**config.mk**
```make
export PLATFORM = sky130hd
export DESIGN_NAME = pwm3_capcmp
export DESIGN_NICKNAME = d
export VERILOG_FILES = /design/src/rtl/pwm3_pkg.sv /design/src/rtl/pwm3_presc.sv /design/src/rtl/pwm3_timer.sv /design/src/rtl/pwm3_chan.sv /design/src/rtl/pwm3_capcmp.sv
export SDC_FILE = /design/constraint.sdc
export NUM_CORES = 1
export LEC_CHECK = 0
export BUFFER_PORTS_ARGS = -buffer_cell sky130_fd_sc_hd__buf_2
export CAP_MARGIN = 15
export CORE_MARGIN = 2
export CORE_UTILIZATION = 45
export CTS_CLUSTER_SIZE = 28
export DETAILED_ROUTE_END_ITERATION = 6
export PLACE_DENSITY = 0.64
export SYNTH_ARGS = -nofsm -noshare
export SYNTH_HDL_FRONTEND = slang
export SYNTH_SLANG_ARGS = --single-unit
```
**constraint.sdc**
```tcl
create_clock -name clk -period 3.45 [get_ports clk]
set_input_delay 0.345 -clock clk [delete_from_list [all_inputs] [get_ports clk]]
set_output_delay 0.345 -clock clk [all_outputs]
set_load 0.03 [all_outputs]
```
**src/rtl/pwm3_pkg.sv**
```systemverilog
package pwm3_pkg;
    localparam int ADDR_W = 4;

    localparam logic [ADDR_W-1:0] A_CTRL = 4'd0;
    localparam logic [ADDR_W-1:0] A_MODE = 4'd1;
    localparam logic [ADDR_W-1:0] A_DEAD = 4'd2;
    localparam logic [ADDR_W-1:0] A_MPER = 4'd3;
    localparam logic [ADDR_W-1:0] A_MOFS = 4'd4;
    localparam logic [ADDR_W-1:0] A_CMP0 = 4'd5;
    localparam logic [ADDR_W-1:0] A_APER = 4'd8;
    localparam logic [ADDR_W-1:0] A_AOFS = 4'd9;
    localparam logic [ADDR_W-1:0] A_ACMP = 4'd10;
    localparam logic [ADDR_W-1:0] A_CAP0 = 4'd12;

    // control word fields
    localparam int C_MRUN = 0;
    localparam int C_ARUN = 1;
    localparam int C_PS_LO = 2;
    localparam int C_MOD = 4;
    localparam int CTRL_W = 5;

    typedef enum logic [2:0] {
        CH_OFF,
        CH_WAIT_HI,
        CH_HI,
        CH_WAIT_LO,
        CH_LO
    } ch_state_e;
endpackage

```
**src/rtl/pwm3_presc.sv**
```systemverilog
module pwm3_presc #(
    parameter int SEL_W = 2
) (
    input  logic             clk,
    input  logic             rst_n,
    input  logic [SEL_W-1:0] sel,
    output logic             tick
);
    localparam int CNT_W = (1 << SEL_W) - 1;

    logic [CNT_W-1:0] pcnt;
    logic [CNT_W-1:0] mask;

    always_ff @(posedge clk) begin
        if (!rst_n) pcnt <= '0;
        else        pcnt <= pcnt + 1'b1;
    end

    always_comb begin
        mask = ~({CNT_W{1'b1}} << sel);
        tick = ((pcnt & mask) == mask);
    end
endmodule

```
**src/rtl/pwm3_timer.sv**
```systemverilog
module pwm3_timer #(
    parameter int W = 16
) (
    input  logic         clk,
    input  logic         rst_n,
    input  logic         tick,
    input  logic         run,
    input  logic         load,
    input  logic [W-1:0] load_val,
    input  logic [W-1:0] per_sh,
    output logic [W-1:0] cnt,
    output logic         wrap
);
    logic [W-1:0] per_act;

    assign wrap = run && tick && !load && (cnt >= per_act);

    always_ff @(posedge clk) begin
        if (!rst_n) begin
            cnt     <= '0;
            per_act <= '1;
        end else if (load) begin
            cnt     <= load_val;
            per_act <= per_sh;
        end else if (run && tick) begin
            if (cnt >= per_act) begin
                cnt     <= '0;
                per_act <= per_sh;
            end else begin
                cnt <= cnt + 1'b1;
            end
        end
    end
endmodule

```
**src/rtl/pwm3_chan.sv**
```systemverilog
module pwm3_chan
    import pwm3_pkg::*;
#(
    parameter int CW   = 16,
    parameter int DT_W = 8
) (
    input  logic            clk,
    input  logic            rst_n,
    input  logic            cap_mode,
    input  logic            raw,
    input  logic [DT_W-1:0] dead,
    input  logic            cap_in,
    input  logic [CW-1:0]   cnt,
    output logic            hi,
    output logic            lo,
    output logic [CW-1:0]   cap_val,
    output logic            cap_fire
);
    ch_state_e       st, st_nxt;
    logic [DT_W-1:0] dt_q, dt_nxt;
    logic [2:0]      sync_q;

    // state register
    always_ff @(posedge clk) begin
        if (!rst_n) begin
            st   <= CH_OFF;
            dt_q <= '0;
        end else begin
            st   <= st_nxt;
            dt_q <= dt_nxt;
        end
    end

    // transitions
    always_comb begin
        st_nxt = st;
        dt_nxt = dt_q;
        unique case (st)
            CH_OFF: if (!cap_mode) begin
                st_nxt = raw ? CH_WAIT_HI : CH_WAIT_LO;
                dt_nxt = dead;
            end
            CH_WAIT_HI: begin
                if (cap_mode)        st_nxt = CH_OFF;
                else if (!raw) begin st_nxt = CH_WAIT_LO; dt_nxt = dead; end
                else if (dt_q == '0) st_nxt = CH_HI;
                else                 dt_nxt = dt_q - 1'b1;
            end
            CH_HI: begin
                if (cap_mode)        st_nxt = CH_OFF;
                else if (!raw) begin st_nxt = CH_WAIT_LO; dt_nxt = dead; end
            end
            CH_WAIT_LO: begin
                if (cap_mode)        st_nxt = CH_OFF;
                else if (raw)  begin st_nxt = CH_WAIT_HI; dt_nxt = dead; end
                else if (dt_q == '0) st_nxt = CH_LO;
                else                 dt_nxt = dt_q - 1'b1;
            end
            CH_LO: begin
                if (cap_mode)        st_nxt = CH_OFF;
                else if (raw)  begin st_nxt = CH_WAIT_HI; dt_nxt = dead; end
            end
            default: st_nxt = CH_OFF;
        endcase
    end

    // outputs
    always_comb begin
        hi = (st == CH_HI);
        lo = (st == CH_LO);
    end

    // capture path: two sync flops plus one for edge detection
    assign cap_fire = cap_mode && (sync_q[1] ^ sync_q[2]);

    always_ff @(posedge clk) begin
        if (!rst_n) begin
            sync_q  <= '0;
            cap_val <= '0;
        end else begin
            sync_q <= {sync_q[1:0], cap_in};
            if (cap_fire) cap_val <= cnt;
        end
    end
endmodule

```
**src/rtl/pwm3_capcmp.sv**
```systemverilog
module pwm3_capcmp
    import pwm3_pkg::*;
#(
    parameter int NCH    = 3,
    parameter int MAIN_W = 16,
    parameter int AUX_W  = 10,
    parameter int DT_W   = 8,
    parameter int DATA_W = 16
) (
    input  logic              clk,
    input  logic              rst_n,
    input  logic              wr_en,
    input  logic [ADDR_W-1:0] wr_addr,
    input  logic [DATA_W-1:0] wr_data,
    input  logic [ADDR_W-1:0] rd_addr,
    output logic [DATA_W-1:0] rd_data,
    input  logic [NCH-1:0]    cap_in,
    input  logic              trap_in,
    output logic [NCH-1:0]    pwm_hi,
    output logic [NCH-1:0]    pwm_lo,
    output logic              aux_pwm
);
    logic [CTRL_W-1:0]            ctrl_q;
    logic [NCH-1:0]               mode_q;
    logic [DT_W-1:0]              dead_q;
    logic [MAIN_W-1:0]            mper_q, mofs_q;
    logic [AUX_W-1:0]             aper_q, aofs_q, acmp_q, acmp_act;
    logic [NCH-1:0][MAIN_W-1:0]   cmp_sh, cmp_act, cap_val;
    logic [NCH-1:0]               cap_fire, ch_hi, ch_lo;
    logic [MAIN_W-1:0]            main_cnt;
    logic [AUX_W-1:0]             aux_cnt;
    logic                         tick, main_wrap, aux_wrap, main_load, aux_load;
    logic                         aux_q, trap_hold, gate, mod_ok;

    assign main_load = wr_en && (wr_addr == A_MOFS);
    assign aux_load  = wr_en && (wr_addr == A_AOFS);

    always_ff @(posedge clk) begin
        if (!rst_n) begin
            ctrl_q <= '0;
            mode_q <= '0;
            dead_q <= '0;
            mper_q <= '1;
            mofs_q <= '0;
            aper_q <= '1;
            aofs_q <= '0;
            acmp_q <= '0;
            cmp_sh <= '0;
        end else if (wr_en) begin
            case (wr_addr)
                A_CTRL: ctrl_q <= wr_data[CTRL_W-1:0];
                A_MODE: mode_q <= wr_data[NCH-1:0];
                A_DEAD: dead_q <= wr_data[DT_W-1:0];
                A_MPER: mper_q <= wr_data[MAIN_W-1:0];
                A_MOFS: mofs_q <= wr_data[MAIN_W-1:0];
                A_APER: aper_q <= wr_data[AUX_W-1:0];
                A_AOFS: aofs_q <= wr_data[AUX_W-1:0];
                A_ACMP: acmp_q <= wr_data[AUX_W-1:0];
                default: ;
            endcase
            for (int i = 0; i < NCH; i++)
                if (wr_addr == A_CMP0 + ADDR_W'(i)) cmp_sh[i] <= wr_data[MAIN_W-1:0];
        end
    end

    always_comb begin
        rd_data = '0;
        case (rd_addr)
            A_CTRL: rd_data = DATA_W'(ctrl_q);
            A_MODE: rd_data = DATA_W'(mode_q);
            A_DEAD: rd_data = DATA_W'(dead_q);
            A_MPER: rd_data = DATA_W'(mper_q);
            A_MOFS: rd_data = DATA_W'(mofs_q);
            A_APER: rd_data = DATA_W'(aper_q);
            A_AOFS: rd_data = DATA_W'(aofs_q);
            A_ACMP: rd_data = DATA_W'(acmp_q);
            default: ;
        endcase
        for (int i = 0; i < NCH; i++) begin
            if (rd_addr == A_CMP0 + ADDR_W'(i)) rd_data = DATA_W'(cmp_sh[i]);
            if (rd_addr == A_CAP0 + ADDR_W'(i)) rd_data = DATA_W'(cap_val[i]);
        end
    end

    pwm3_presc #(.SEL_W(2)) u_presc (
        .clk(clk), .rst_n(rst_n), .sel(ctrl_q[C_PS_LO +: 2]), .tick(tick)
    );

    pwm3_timer #(.W(MAIN_W)) u_main (
        .clk(clk), .rst_n(rst_n), .tick(tick), .run(ctrl_q[C_MRUN]),
        .load(main_load), .load_val(wr_data[MAIN_W-1:0]), .per_sh(mper_q),
        .cnt(main_cnt), .wrap(main_wrap)
    );

    pwm3_timer #(.W(AUX_W)) u_aux (
        .clk(clk), .rst_n(rst_n), .tick(tick), .run(ctrl_q[C_ARUN]),
        .load(aux_load), .load_val(wr_data[AUX_W-1:0]), .per_sh(aper_q),
        .cnt(aux_cnt), .wrap(aux_wrap)
    );

    // working compare copies, refreshed at wrap or offset load
    always_ff @(posedge clk) begin
        if (!rst_n) begin
            cmp_act  <= '0;
            acmp_act <= '0;
            aux_q    <= 1'b0;
            trap_hold <= 1'b0;
        end else begin
            if (main_wrap || main_load) cmp_act  <= cmp_sh;
            if (aux_wrap || aux_load)   acmp_act <= acmp_q;
            aux_q <= (aux_cnt < acmp_act);
            if (trap_in)        trap_hold <= 1'b1;
            else if (main_wrap) trap_hold <= 1'b0;
        end
    end

    assign gate   = !(trap_in || trap_hold);
    assign mod_ok = !ctrl_q[C_MOD] || aux_q;

    for (genvar g = 0; g < NCH; g++) begin : g_ch
        pwm3_chan #(.CW(MAIN_W), .DT_W(DT_W)) u_chan (
            .clk(clk), .rst_n(rst_n), .cap_mode(mode_q[g]),
            .raw(main_cnt < cmp_act[g]), .dead(dead_q), .cap_in(cap_in[g]),
            .cnt(main_cnt), .hi(ch_hi[g]), .lo(ch_lo[g]),
            .cap_val(cap_val[g]), .cap_fire(cap_fire[g])
        );
        assign pwm_hi[g] = ch_hi[g] && gate && mod_ok;
        assign pwm_lo[g] = ch_lo[g] && gate && mod_ok;
    end

    assign aux_pwm = aux_q && gate;
endmodule

```
======== After elaboration in Yosys (flattened, before gate mapping) ========
Index checks and enable logic that the tools add are counted.
Widths: inputs -> output; s select.
cells by class
  $add $sub $neg .......................... 6
  order comparisons ....................... 6
  equality and inequality tests ........... 69
  shift operators ......................... 1
  mux-type cells .......................... 93
  bitwise operators ....................... 5
  reductions and logical operators ........ 67
operators by type and width
  cell                   number
  $mux 8                 30
  $mux 16                12
  $pmux 16 s8            1
  $pmux 8 s5             3
  $mux 3                 33
  $mux 10                6
  $lt 16x16->1           3
  $pmux 3 s5             3
  $eq 4x4->1 const B     9
  $ne 2x2->1 const B     18
  $eq 4x3->1 const B     8
  $reduce_and 2->1       13
  $logic_and 1x1->1      24
  $logic_not 8->1        3
  $reduce_and 8->1       3
  $sub 8x1->8 const B    3
  $eq 3x2->1 const B     6
  $add 16x1->16 const B  1
  $eq 4x2->1 const B     4
  $ge 16x16->1           1
  $reduce_and 5->1       3
  $reduce_bool 5->1      3
  $ne 4x2->1 const B     3
  $ne 4x4->1 const B     3
  22 further kinds       51
word-level totals
  register bits ........................... 331
  input port bits ......................... 31
  output and inout port bits .............. 23
  logic and storage cells ................. 281

======== Longest topological paths before layout ========
  word-level depth ........................ 9
  mapped depth ............................ 12
  depth with buffers taken out ............ 10

======== By module ========
A second synthesis with hierarchy kept.
unflattened totals
  cells, all modules ...................... 2,228
  area total of the unflattened synthesis .. 17,770.8 µm²
modules (own cells, without submodules)
  module                           times used  cells each  area each (µm²)  seq. area each (µm²)
  pwm3_capcmp                      1           1,283       9,721.8          3,723.6
  pwm3_chan at g_ch[0].u_chan ...  2           175         1,550.2          600.6
  pwm3_timer at u_main             1           227         1,956.9          640.6
  pwm3_chan at g_ch[2].u_chan      1           185         1,476.4          600.6
  pwm3_timer at u_aux              1           171         1,393.8          400.4
  pwm3_presc                       1           12          121.4            60.1

======== Least setup slack after synthesis ========
OpenSTA, ideal clock, no wires.
  kind .................................... input to output
  start point ............................. in rd_addr[1]
  end point ............................... out rd_data[4]
  data arrival time ....................... 2,179 ps
  required time ........................... 3,105 ps
  setup slack ............................. 926 ps
  stages on the path ...................... 8
  path buffers ............................ 3
  cell sequence ........................... clkbuf_1 clkbuf_1 nor3_1 clkbuf_1 a221oi_1 o211ai_1 o21ai_0 a31oi_1
on the way
  word-level cells in the longest chain between the ends .. 8
  elaborated cells between the ends (all ways) .. 21
  classes of those cells .................. 13 x eq/ne; 7 x mux; 1 x reduce/logical
ends and longest elaborated chain
  what                                line               RTL
  start, declared                     pwm3_capcmp.sv:15  input logic [ADDR_W-1:0] rd_addr,
  $eq 4x4->1 (tied with other cells)  pwm3_capcmp.sv:68  case (rd_addr)
  $pmux 16 s8                         pwm3_capcmp.sv:68
  $mux 16                             pwm3_capcmp.sv:80  if (rd_addr == A_CMP0 + ADDR_W'(i)) rd_data = DATA_W'(cmp_sh[i]);
  $mux 16                             pwm3_capcmp.sv:81  if (rd_addr == A_CAP0 + ADDR_W'(i)) rd_data = DATA_W'(cap_val[i]);
  $mux 16                             pwm3_capcmp.sv:80
  $mux 16                             pwm3_capcmp.sv:81
  $mux 16                             pwm3_capcmp.sv:80
  $mux 16 *                           pwm3_capcmp.sv:81
  end, declared                       pwm3_capcmp.sv:16  output logic [DATA_W-1:0] rd_data,
Every way passes the cells marked *; elsewhere a longest branch is shown, timed or not.

======== Worst setup path after layout ========
  start point ............................. reg u_main.cnt[10]
  end point ............................... reg g_ch[2].u_chan.dt_q[5]
on the way
  word-level cells in the longest chain between the ends .. 4
  elaborated cells between the ends (all ways) .. 9
  classes of those cells .................. 1 x order compare; 2 x eq/ne; 5 x mux; 1 x reduce/logical
ends and longest elaborated chain
  what                              line                              RTL
  start, declared                   pwm3_timer.sv:11                  output logic [W-1:0] cnt,
  start signal, assigned            pwm3_timer.sv:23                  cnt <= load_val;
  start signal, assigned            pwm3_timer.sv:30                  cnt <= cnt + 1'b1;
  $lt 16x16->1 *                    pwm3_capcmp.sv:123                .raw(main_cnt < cmp_act[g]), .dead(dead_q), .cap_in(cap_in[g]),
  $mux 8, on equally long branches  pwm3_chan.sv:55, pwm3_chan.sv:45
  $mux 8, on equally long branches  pwm3_chan.sv:54, pwm3_chan.sv:44
  $pmux 8 s5                        pwm3_chan.sv:38                   unique case (st)
  end signal, assigned              pwm3_chan.sv:30                   dt_q <= dt_nxt;
  end, declared                     pwm3_chan.sv:20                   logic [DT_W-1:0] dt_q, dt_nxt;
Every way passes the cells marked *; elsewhere a longest branch is shown, timed or not. The select of a mux whose other input is x is not followed.
A chain may end at the register's enable or synchronous reset.

==> run summary <==
The run finished with clean final reports. Setup violations remaining at the end of the flow were counted as 0. Post-synthesis adder-cell area fraction: 6.62%.

Power density normalized to cell area: 571 nW/um2. Counting flops with a built-in enable in the synthesized netlist gives 0. The number of distinct library cell variants in the gate-level netlist after synthesis came out at 94.

The run gives 0.54 ns as the clock insertion delay at the later pin of the skew report. For this configuration, the core starts out at a cell density of 45.8%. The biggest cell delay along the critical path came out at 0.60 ns. The die is 197 um tall. The final layout contains routed wiring with a total length of 53200 um.

Number of antenna cells inserted: 0. The number of sinks handled by clock tree synthesis was 331. The first global-routing pass estimated 82500 um of wire.

The share of the Yosys chip area taken by registers is 39.4%. The transition time of the tightest slew-check pin is 1.10 ns. OpenSTA, run right after detailed placement, puts the worst setup slack at 0.481 ns.

The biggest fanout along the worst timing path was 11. The timing-limited maximum frequency is 0.327 GHz. Hold repair after CTS inserted 0 buffers. Number of port buffers: 53. The share of the clock period used by the worst path after layout came out at 88.6%. The die covers 38900 um2. Clock transition at the registers of the reported paths: 0.06 ns. The floorplan has 70 rows. The total congestion overflow after global routing was 0. TritonCTS built the clock tree. The chip width came out at 197 um. Primary flip-flop cell chosen by synthesis mapping: sky130_fd_sc_hd__dfxtp_1. The deepest clock path buffer count is 3.

Entering global routing, the biggest net connects 201 pins. CTS built an H-tree with a depth of 2. For the worst ir drop on vdd, the log shows 0.000318 V. The signed area change from the synthesized netlist to the final layout was 11.3%. Summing the areas of all compound-gate instances in the mapped netlist gives 17.6% of the synthesized area.

The switching part of the total power was 32.3%; the number of global-route vias before repair was 14404. Switching power total: 3.45 mW. Setup repair after global routing left no endpoint under its margin. By area, the combinational part of the netlist is dominated by simple AND/OR/NAND/NOR gates. The routed layout has 15159 vias. Counting every instance in the synthesized netlist gives 2092. Cell with the largest stage delay on the worst path: sky130_fd_sc_hd__dfxtp_1.

Data on the critical path is required at its endpoint by 3.91 ns. The final layout contains 2225 nets. For the overall power of the completed layout, the log shows 10.7 mW. For this design the top-level I/O count stands at 54. By startpoint and endpoint, the worst setup path is classified as reg2reg. Dividing the detail-routed wire length by the instance count gives 20.5 um. The critical path goes through ha_1 > a21o_1 > a221oi_1 > o21ai_1 > a2111oi_2 > a31oi_2 > buf_4 > nor4_1 > a21oi_1 > o22ai_1. For the final worst clock skew, the log shows 0.0126 ns. The post-route netlist has 9.71% of its cells at a drive strength greater than 1. Setup slack on the critical path of the routed design comes to 0.394 ns. The tools report the synthesized netlist net count as 2212. Among cell families on the critical path, the largest total delay comes from compound AO/OA/AOI/OAI gates.

The xor/xnor cell area share of the yosys netlist was 0.677%. In the synthesized netlist, mux cells make up 6.76% of the area. The average footprint of a synthesized cell was 8.04 um2. The share of total power dissipated in sequential elements is 40.0%. The share of synthesized registers carrying an async set or reset is 0%, and the portion of total power attributed to the clock network is 35.8%.

The worst setup path is captured at a flip-flop. Cell internal power was estimated by the tool at 7.24 mW. Data on the critical path arrives at its endpoint at 3.51 ns. The post-synthesis share of cell area spent on and, or, nand and nor gates is 22.8%, and the global placer's final weighted congestion is 1.01. The tools report the max-slew headroom at the worst pin as 26.4%. Cell area after synthesis: 16800 um2. Clock tree synthesis selected as its root buffer the cell sky130_fd_sc_hd__clkbuf_16. For the count of synthesis-stage warnings from yosys, the log shows 0. Final count of hold timing violations: 0. The count of buffering cells on the critical path with inverters included was 1. Count of cells resized by post-cts repair: 0. The initial antenna violation count is 0, and the register bit total from synthesis is 331.

The routed via count divided by cell count works out to 5.83. The analysis attributes to cell leakage a power of 7.88 nW. The min-delay analysis places its worst path in the category in2reg. For this run, the total global-route usage over all layers was measured as 27.3%. The routed design could run at a clock period as short as 3.06 ns. STA classifies the critical path startpoint as a flip-flop. The tool flagged a number of max-cap violations equal to 0.

The first routing iteration left 1397 violations. The tools report the final sum of negative setup slack as 0 ns. Combinational cells account for 24.2% of the total power.

Fill cells in the final layout number 3539. The area used by sequential logic in the layout came out at 6630 um2. The final max-slew violation count is 0.

The placeable core region came out at 36700 um2. The multi-input combinational cells in the finished layout cover a total of 9180 um2. For this run, design rule violations remaining after detail routing come to 0.

The count of nets left with antenna violations once routing finished came out at 0. For this run, the detailed router's first-pass iteration total came to 6. The tools report the total clock buffers created by CTS as 38. In this run the post-CTS setup repair buffer count came out at 0.

The detailed placement HPWL came out at 37100 um. Hold is met by 0.0241 ns.
## state kept, by name (all words and copies together), names as in the netlist, 5 cells and up
signal,cells
aper_q,10
g_ch.u_chan.sync_q,9
u_main.per_act,16
ctrl_q,5
mper_q,16
g_ch.u_chan.cap_val,48
mofs_q,16
cmp_act,48
u_aux.per_act,10
g_ch.u_chan.dt_q,24
g_ch.u_chan.st,9
acmp_act,10
cmp_sh,48
aofs_q,10
acmp_q,10
u_aux.cnt,10
dead_q,8
u_main.cnt,16
## power by group through the flow
stage                     combinational (mW)  sequential (mW)  clock (mW)
after global placement                  2.51             4.34           0
final                                   2.59             4.28        3.82
after global routing                    2.87             4.31        4.02
after CTS                               2.57             4.27        3.87
after detailed placement                2.56             4.35           0
after floorplan                         2.11             4.22           0
## synth_stat cells (all sizes together), types with 11 or more instances
| library cell | n | area, um2 |
|---|---|---|
| a31oi | 28 | 181 |
| and2 | 19 | 119 |
| nor2b | 16 | 100 |
| nand3 | 119 | 601 |
| nor3 | 31 | 171 |
| clkbuf | 106 | 398 |
| ha | 89 | 1110 |
| buf | 27 | 158 |
| nor2 | 168 | 641 |
| a22oi | 24 | 180 |
| a21o | 13 | 97.6 |
| a221oi | 13 | 131 |
| nor4 | 14 | 109 |
| dfxtp | 331 | 6630 |
| nand2 | 372 | 1400 |
| or3 | 17 | 106 |
| o21ai | 108 | 548 |
| o22ai | 11 | 68.8 |
| inv | 116 | 435 |
| mux2i | 106 | 1060 |
| a21oi | 166 | 835 |
| and3 | 16 | 101 |
| nand2b | 18 | 123 |
## placed cells by master (no fill, tap or decap), types with 9 or more instances in the layout
cell	count
sky130_fd_sc_hd__nor2_1	165
sky130_fd_sc_hd__nor4_1	12
sky130_fd_sc_hd__nand2b_1	16
sky130_fd_sc_hd__clkbuf_16	39
sky130_fd_sc_hd__inv_1	114
sky130_fd_sc_hd__a21oi_1	165
sky130_fd_sc_hd__dfxtp_1	331
sky130_fd_sc_hd__buf_4	50
sky130_fd_sc_hd__clkbuf_1	12
sky130_fd_sc_hd__nor2b_1	16
sky130_fd_sc_hd__nand3_1	118
sky130_fd_sc_hd__mux2i_1	105
sky130_fd_sc_hd__or3_1	17
sky130_fd_sc_hd__a221oi_1	12
sky130_fd_sc_hd__o21ai_0	100
sky130_fd_sc_hd__and2_1	19
sky130_fd_sc_hd__nor3_1	28
sky130_fd_sc_hd__o22ai_1	11
sky130_fd_sc_hd__buf_2	53
sky130_fd_sc_hd__a31oi_1	27
sky130_fd_sc_hd__nand2_1	372
sky130_fd_sc_hd__a22oi_1	24
sky130_fd_sc_hd__nand3b_1	10
sky130_fd_sc_hd__a21o_1	13
sky130_fd_sc_hd__nand4_1	9
sky130_fd_sc_hd__a22o_1	9
sky130_fd_sc_hd__and3_1	15
sky130_fd_sc_hd__ha_1	89
## cell families (layout without fill, tap and decap cells)
family          Yosys count  in the layout
mux                     111            111
fa+ha+maj                89             89
flops                   331            331
compound gates          463            463
xor+xnor                 13             13
simple gates            835            835
buf+inv                 250            290
## path summary, 6_finish.rpt
check / from / end / slack, ns / depth (start not counted)
setup / recovery: u_main.cnt[10] / g_ch[2].u_chan.dt_q[5] / 0.39 / 10
setup reg to reg: u_main.cnt[10] / g_ch[2].u_chan.dt_q[5] / 0.39 / 10
hold reg to reg: g_ch[1].u_chan.sync_q[0] / g_ch[1].u_chan.sync_q[1] / 0.43 / 1
hold / removal: cap_in[1] / g_ch[1].u_chan.sync_q[0] / 0.02 / 2
## routing by layer
metal	global-route usage, %	wire length [um]	vias up
met5	0	0	-
li1	-	-	7305
met3	4.37	3940	114
met4	10.7	1850	0
met2	44.3	24500	553
met1	36.4	22800	7187
## through the flow
| stage | cell area [um2] | utilization [%] | std cells |
|---|---|---|---|
| global route | 18700 | 51.0 | 2600 |
| floorplan | 16800 | - | 2092 |
| detailed placement | 17500 | 47.8 | 2532 |
| CTS | 18700 | 51.0 | 2599 |
| finish | 18700 | 51.0 | 2600 |
| global placement | 17500 | 47.8 | 2532 |
## area by class of cell
class / instances / area share (%)
Multi-Input combinational cell: 1511 / 49.1
Sequential cell: 331 / 35.4
Clock buffer: 56 / 5.83
Timing Repair Buffer: 107 / 3.81
Tap cell: 468 / 3.13
Inverter: 116 / 2.35
Clock inverter: 11 / 0.388
## worst reg2reg max path: stages (launching register included)
cell and delay, ns:
sky130_fd_sc_hd__dfxtp_1 0.60, sky130_fd_sc_hd__ha_1 0.33, sky130_fd_sc_hd__a21o_1 0.16, sky130_fd_sc_hd__a221oi_1 0.36, sky130_fd_sc_hd__o21ai_1 0.22, sky130_fd_sc_hd__a2111oi_2 0.46, sky130_fd_sc_hd__a31oi_2 0.15, sky130_fd_sc_hd__buf_4 0.23
sky130_fd_sc_hd__nor4_1 0.23, sky130_fd_sc_hd__a21oi_1 0.08, sky130_fd_sc_hd__o22ai_1 0.16
Power figures use the tool's default switching activity.
